===== src/rtl/selchk_pkg.sv =====
// Shared types and constants for the selector check engine.
// Assumes 16-bit selectors and a byte-wide descriptor read port.
package selchk_pkg;
    localparam int SEL_W   = 16;
    localparam int BYTE_W  = 8;
    localparam int RPL_W   = 2;
    localparam int TI_BIT  = 2;
    localparam int IDX_LSB = 3;
    localparam int ACC_OFF = 5;
    localparam int ACC_CODE_BIT = 3;
    localparam int ACC_RW_BIT   = 1;

    typedef enum logic [2:0] {
        OP_RDCHK  = 3'd0,
        OP_WRCHK  = 3'd1,
        OP_RIGHTS = 3'd2,
        OP_LIMIT  = 3'd3,
        OP_RPLADJ = 3'd4
    } op_e;

    typedef enum logic [2:0] {
        ST_IDLE, ST_ACC, ST_LO, ST_HI, ST_DONE
    } st_e;
endpackage


===== src/rtl/selchk_locate.sv =====
// Descriptor locator: picks the table from the indicator bit, forms the
// byte address and the range check. Purely combinational.
module selchk_locate
    import selchk_pkg::*;
#(
    parameter int ADDR_W = 24
) (
    input  logic [SEL_W-1:IDX_LSB] idx_i,
    input  logic                   ti_i,
    input  logic [2:0]             byte_off_i,
    input  logic [ADDR_W-1:0]      glob_base_i,
    input  logic [SEL_W-1:0]       glob_lim_i,
    input  logic [ADDR_W-1:0]      loc_base_i,
    input  logic [SEL_W-1:0]       loc_lim_i,
    output logic [ADDR_W-1:0]      addr_o,
    output logic                   in_range_o
);
    logic [SEL_W-1:0]  offset;
    logic [SEL_W-1:0]  lim;
    logic [ADDR_W-1:0] base;

    // Table selection, range compare and address sum.
    always_comb begin
        offset     = {idx_i, {IDX_LSB{1'b0}}};
        lim        = ti_i ? loc_lim_i  : glob_lim_i;
        base       = ti_i ? loc_base_i : glob_base_i;
        in_range_o = offset < lim;
        addr_o     = base + ADDR_W'(offset) + ADDR_W'(byte_off_i);
    end
endmodule


===== src/rtl/selchk_rights.sv =====
// Access byte tests: readable and writeable segment checks.
module selchk_rights
    import selchk_pkg::*;
(
    input  logic [BYTE_W-1:0] acc_i,
    output logic              rd_ok_o,
    output logic              wr_ok_o
);
    logic code_seg;
    logic rw_bit;
    logic unused_bits;

    // Data segments are readable; code segments need the read-enable bit.
    always_comb begin
        code_seg    = acc_i[ACC_CODE_BIT];
        rw_bit      = acc_i[ACC_RW_BIT];
        rd_ok_o     = !code_seg || rw_bit;
        wr_ok_o     = !code_seg && rw_bit;
        unused_bits = ^{acc_i[BYTE_W-1:ACC_CODE_BIT+1], acc_i[ACC_CODE_BIT-1:ACC_RW_BIT+1], acc_i[0]};
    end
endmodule


===== src/rtl/selchk_rpladj.sv =====
// Privilege adjust: raises the destination privilege field to the source.
module selchk_rpladj
    import selchk_pkg::*;
(
    input  logic [SEL_W-1:0] dst_i,
    input  logic [RPL_W-1:0] src_rpl_i,
    output logic             adj_ok_o,
    output logic [SEL_W-1:0] adj_val_o
);
    // Compare the privilege fields and splice in the source field.
    always_comb begin
        adj_ok_o  = dst_i[RPL_W-1:0] < src_rpl_i;
        adj_val_o = {dst_i[SEL_W-1:RPL_W], src_rpl_i};
    end
endmodule


===== src/rtl/selchk_unit.sv =====
// Selector check engine top. Accepts one operation while idle, fetches
// descriptor bytes through a ready-handshake port, and reports with a
// one-cycle done pulse. Assumes table bases and limits are stable while busy.
module selchk_unit
    import selchk_pkg::*;
#(
    parameter int ADDR_W = 24
) (
    input  logic                 clk,
    input  logic                 rst_n,
    input  logic                 start_i,
    input  logic [2:0]           op_i,
    input  logic [SEL_W-1:0]     sel_i,
    input  logic [RPL_W-1:0]     src_rpl_i,
    input  logic                 prot_en_i,
    input  logic [ADDR_W-1:0]    glob_base_i,
    input  logic [SEL_W-1:0]     glob_lim_i,
    input  logic [ADDR_W-1:0]    loc_base_i,
    input  logic [SEL_W-1:0]     loc_lim_i,
    output logic                 mem_rd_o,
    output logic [ADDR_W-1:0]    mem_addr_o,
    input  logic [BYTE_W-1:0]    mem_data_i,
    input  logic                 mem_rdy_i,
    output logic                 busy_o,
    output logic                 done_o,
    output logic [SEL_W-1:0]     res_o,
    output logic                 res_we_o,
    output logic                 zf_o,
    output logic                 ill_o
);
    st_e                   state;
    op_e                   op_q;
    logic [SEL_W-1:IDX_LSB] idx_q;
    logic                  ti_q;
    logic [BYTE_W-1:0]     lo_q;
    logic [SEL_W-1:0]      res_q;
    logic                  zf_q;
    logic                  we_q;
    logic                  ill_q;

    logic [SEL_W-1:IDX_LSB] loc_idx;
    logic                  loc_ti;
    logic [2:0]            byte_off;
    logic                  in_range;
    logic                  rd_ok;
    logic                  wr_ok;
    logic                  adj_ok;
    logic [SEL_W-1:0]      adj_val;
    logic                  illegal;

    // Locator input: live selector while idle, latched one while busy.
    always_comb begin
        loc_idx  = (state == ST_IDLE) ? sel_i[SEL_W-1:IDX_LSB] : idx_q;
        loc_ti   = (state == ST_IDLE) ? sel_i[TI_BIT] : ti_q;
        case (state)
            ST_ACC:  byte_off = 3'(ACC_OFF);
            ST_HI:   byte_off = 3'd1;
            default: byte_off = 3'd0;
        endcase
        illegal = (op_i > 3'(OP_RPLADJ)) || (!prot_en_i && op_i != 3'(OP_RIGHTS));
    end

    selchk_locate #(.ADDR_W(ADDR_W)) u_locate (
        .idx_i       (loc_idx),
        .ti_i        (loc_ti),
        .byte_off_i  (byte_off),
        .glob_base_i (glob_base_i),
        .glob_lim_i  (glob_lim_i),
        .loc_base_i  (loc_base_i),
        .loc_lim_i   (loc_lim_i),
        .addr_o      (mem_addr_o),
        .in_range_o  (in_range)
    );

    selchk_rights u_rights (
        .acc_i   (mem_data_i),
        .rd_ok_o (rd_ok),
        .wr_ok_o (wr_ok)
    );

    selchk_rpladj u_rpladj (
        .dst_i     (sel_i),
        .src_rpl_i (src_rpl_i),
        .adj_ok_o  (adj_ok),
        .adj_val_o (adj_val)
    );

    // Operation sequencer and result registers.
    always_ff @(posedge clk) begin
        if (!rst_n) begin
            state <= ST_IDLE;
            op_q  <= OP_RDCHK;
            idx_q <= '0;
            ti_q  <= 1'b0;
            lo_q  <= '0;
            res_q <= '0;
            zf_q  <= 1'b0;
            we_q  <= 1'b0;
            ill_q <= 1'b0;
        end else begin
            case (state)
                ST_IDLE: begin
                    if (start_i) begin
                        op_q  <= op_e'(op_i);
                        idx_q <= sel_i[SEL_W-1:IDX_LSB];
                        ti_q  <= sel_i[TI_BIT];
                        we_q  <= 1'b0;
                        ill_q <= 1'b0;
                        if (illegal) begin
                            ill_q <= 1'b1;
                            state <= ST_DONE;
                        end else if (op_i == 3'(OP_RPLADJ)) begin
                            zf_q  <= adj_ok;
                            we_q  <= adj_ok;
                            if (adj_ok) res_q <= adj_val;
                            state <= ST_DONE;
                        end else if (!in_range) begin
                            zf_q  <= 1'b0;
                            state <= ST_DONE;
                        end else if (op_i == 3'(OP_LIMIT)) begin
                            state <= ST_LO;
                        end else begin
                            state <= ST_ACC;
                        end
                    end
                end
                ST_ACC: begin
                    if (mem_rdy_i) begin
                        case (op_q)
                            OP_RDCHK: zf_q <= rd_ok;
                            OP_WRCHK: zf_q <= wr_ok;
                            default: begin
                                zf_q  <= 1'b1;
                                we_q  <= 1'b1;
                                res_q <= {mem_data_i, {BYTE_W{1'b0}}};
                            end
                        endcase
                        state <= ST_DONE;
                    end
                end
                ST_LO: begin
                    if (mem_rdy_i) begin
                        lo_q  <= mem_data_i;
                        state <= ST_HI;
                    end
                end
                ST_HI: begin
                    if (mem_rdy_i) begin
                        res_q <= {mem_data_i, lo_q};
                        zf_q  <= 1'b1;
                        we_q  <= 1'b1;
                        state <= ST_DONE;
                    end
                end
                default: state <= ST_IDLE;
            endcase
        end
    end

    // Output decode from state and result registers.
    always_comb begin
        busy_o   = state != ST_IDLE;
        done_o   = state == ST_DONE;
        mem_rd_o = (state == ST_ACC) || (state == ST_LO) || (state == ST_HI);
        res_o    = res_q;
        zf_o     = zf_q;
        res_we_o = done_o && we_q;
        ill_o    = done_o && ill_q;
    end
endmodule


===== config.mk =====
export PLATFORM = sky130hd
export DESIGN_NAME = selchk_unit
export DESIGN_NICKNAME = d
export VERILOG_FILES = /design/src/rtl/selchk_pkg.sv /design/src/rtl/selchk_locate.sv /design/src/rtl/selchk_rights.sv /design/src/rtl/selchk_rpladj.sv /design/src/rtl/selchk_unit.sv
export SDC_FILE = /design/constraint.sdc
export NUM_CORES = 1
export LEC_CHECK = 0
export ABC_AREA = 1
export BUFFER_PORTS_ARGS = -buffer_cell sky130_fd_sc_hd__clkbuf_2
export CAP_MARGIN = 15
export CORE_ASPECT_RATIO = 0.75
export CORE_MARGIN = 2
export CORE_UTILIZATION = 44
export DETAILED_ROUTE_END_ITERATION = 7
export HOLD_SLACK_MARGIN = 0.02
export MAX_ROUTING_LAYER = met4
export PLACE_DENSITY = 0.86
export SYNTH_ARGS = -nofsm -noshare
export SYNTH_HDL_FRONTEND = slang
export SYNTH_SLANG_ARGS = --single-unit

===== constraint.sdc =====
create_clock -name clk -period 3.2 [get_ports clk]
set_clock_uncertainty 0.1 [all_clocks]
set_input_delay 0.16 -clock clk [delete_from_list [all_inputs] [get_ports clk]]
set_output_delay 0.16 -clock clk [all_outputs]
set_load 0.03 [all_outputs]

==> impl_metrics.env <==
export IMPL_die_height_microns=87.1
export IMPL_worstSetupEndpointType="output pin"
export IMPL_setup_viol=2
export IMPL_core_area_sq_um=9010
export IMPL_fin_area_sq_um=6080
export IMPL_ys_warn_count=0
export IMPL_overflow=0
export IMPL_drc=0
export IMPL_rows=30
export IMPL_drt_first_pass_iters=7
export IMPL_top_usage_layer="met2"
export IMPL_fmax_mhz=312
export IMPL_fin_util_pct=67.5
export IMPL_ys_seq_elements=47
export IMPL_grt_pass1_wl_microns=20200
export IMPL_vias=5079
export IMPL_hold_path_class="input pin to flip-flop"
export IMPL_worst_ep_arrival_time_ns=2.94
export IMPL_crit_type="flip-flop to output pin"
export IMPL_via_per_inst=5.47
export IMPL_powerDensity_nw_per_um2=735
export IMPL_clk_pin_slew_ns=0.06
export IMPL_worstSetupStartpointType="flip-flop"
export IMPL_max_slew_margin_rel_pct=50.0
export IMPL_layout_common_cells="clkbuf_2 (150), nand2_1 (132), a21oi_1 (62)"
export IMPL_dieArea_sq_um=9990
export IMPL_crit_fanout=9
export IMPL_fin_tns_setup_ns=-0.00954
export IMPL_routedWlPerCell_microns=15.6
export IMPL_layout_drive_gt1_share_pct=40.1
export IMPL_cap_violations=0
export IMPL_syn_area_sq_um=4050
export IMPL_required_ns=2.94
export IMPL_die_w_microns=115
export IMPL_synth_edff_count=0
export IMPL_hold_viol=0
export IMPL_nets=959
export IMPL_place_hpwl_microns=10000
export IMPL_dp_slack_ns=0.0664
export IMPL_tightestPinTransition_ns=0.748
export IMPL_violations="negative setup slack"
export IMPL_initial_core_util_pct=44.9
export IMPL_gr_usage_met2_pct=40.3
export IMPL_grt_util_met1_pct=35.7
export IMPL_area_growth_pct=50.1
export IMPL_dpl_cell_area_sq_um=5040
export IMPL_place_congestion=0.930
export IMPL_ir_worst_vdd_uv=343
export IMPL_htree_levels=2
export IMPL_ios=160
export IMPL_cts_tree="yes"
export IMPL_clock_path_buffers=2
export IMPL_avgSynthCellArea_sq_um=6.39
export IMPL_drt_first_iter_violations=366
export IMPL_insertedDiodeCount=0
export IMPL_io_buffers=159
export IMPL_antenna_found_initial=0
export IMPL_grt_pass1_vias=4306
export IMPL_grt_met3_usage_pct=3.97
export IMPL_period_needed_ns=3.20
export IMPL_setup_ws_ns=-0.00496
export IMPL_maxSlewViolCount=0
export IMPL_track_usage_pct=25.8
export IMPL_fin_crit_sh_pct=100
export IMPL_grt_start_max_net_pins=31
export IMPL_netlist_instances=633
export IMPL_clock_sinks=47
export IMPL_async_reset_ff_share_pct=0
export IMPL_wl_microns=14400
export IMPL_numCtsBuffers=5
export IMPL_final_common_cell="clkbuf_2"
export IMPL_drtAntennaViolNets=0
export IMPL_clk_insertion_delay_late_ns=0.29
export IMPL_cts_root_buf="clkbuf_16"
export IMPL_synthFlopType="dfxtp_1"
export IMPL_syn_num_nets=777
export IMPL_ys_seq_area_share_pct=23.2
export IMPL_p_leak_nw=3.01
export IMPL_ys_types=39
export IMPL_status="complete, but fails checks"
export IMPL_postCtsHoldBufs=0
[power breakdown]
group | total [mW] | switching [mW] | internal (mW)
Clock | 0.611 | 0.222 | 0.389
Sequential | 0.669 | 0.0308 | 0.638
Combinational | 3.19 | 1.95 | 1.23
[sequential cells by signal, indices dropped and copies added, names as in the netlist]
| signal | count |
|---|---|
| state | 3 |
| ti_q | 1 |
| zf_o | 1 |
| ill_q | 1 |
| op_q | 3 |
| lo_q | 8 |
| res_o | 16 |
| idx_q | 13 |
| we_q | 1 |
[final cells by class]
cell class / instances / area [sq um]
flip-flops and latches: 47 / 945
multi-input cells: 496 / 3350
clock inverters: 2 / 35.0
clock buffers: 6 / 139
repair buffers: 199 / 1210
well taps: 112 / 140
inverters: 66 / 250
fillers: 728 / 2930
[worst paths after layout]
path             start        endpoint  slack (ns)  cells after the start
max           state[1]  mem_addr_o[14]      -0.005                     16
min          sel_i[14]       idx_q[14]        0.03                      3
max reg2reg   state[1]            zf_o        0.30                     16
min reg2reg      ill_q           ill_q        0.36                      2
[layer usage]
| metal | share of wire [%] | wire, microns |
|---|---|---|
| met1 | 44 | 6400 |
| met3 | 7.9 | 1140 |
| met2 | 46 | 6590 |
| met5 | 0 | 0 |
| met4 | 2.3 | 325 |
[cell usage after synthesis (all sizes together) (4+ instances only)]
cell / n / area (sq um)
a21oi: 72 / 360
a31oi: 6 / 43.8
buf: 12 / 86.3
clkbuf: 13 / 48.8
dfxtp: 47 / 941
ha: 30 / 375
inv: 65 / 246
mux2i: 14 / 140
nand2: 173 / 679
nand3: 39 / 195
nand4: 7 / 43.8
nor2: 51 / 214
nor3: 5 / 25.0
o21ai: 61 / 347
xnor2: 4 / 35.0
xor2: 14 / 123
[worst max-delay path: stages (launching register included)]
cell and delay, ns:
dfxtp_4 0.35, nor2_4 0.13, buf_4 0.15, nand3_2 0.10, nand2_4 0.12, buf_12 0.14, buf_6 0.15, nand2_1 0.07
nand2_1 0.10, ha_4 0.22, a21oi_1 0.19, nand2_2 0.11, a21oi_4 0.23, o21ai_2 0.11, a21oi_2 0.17, xnor2_2 0.13
clkbuf_8 0.18
[kinds of logic after synthesis]
logic type	share of synthesized area, %
AND/OR/NAND/NOR	29.5
AO/OA/AOI/OAI	20.9
buffers and inverters	9.52
flip-flops	23.2
adder cells (fa/ha/maj)	9.52
XOR/XNOR	3.89
multiplexers	3.46
[per-stage QoR]
step	std cells	total power, mW	hold slack [ns]
global route	928	4.70	0.0295
floorplan	633	2.36	0.195
finish	928	4.47	0.0341
global placement	896	2.94	0.315
CTS	904	3.79	0.0301
detailed placement	896	2.98	0.325
[what timing repair did]
action,in CTS,in global routing
setup endpoints to repair,14,15
setup buffers,0,22
gates resized for setup,49,120
cloned,0,2
pin swaps,2,33
Power figures use the tool's default switching activity.
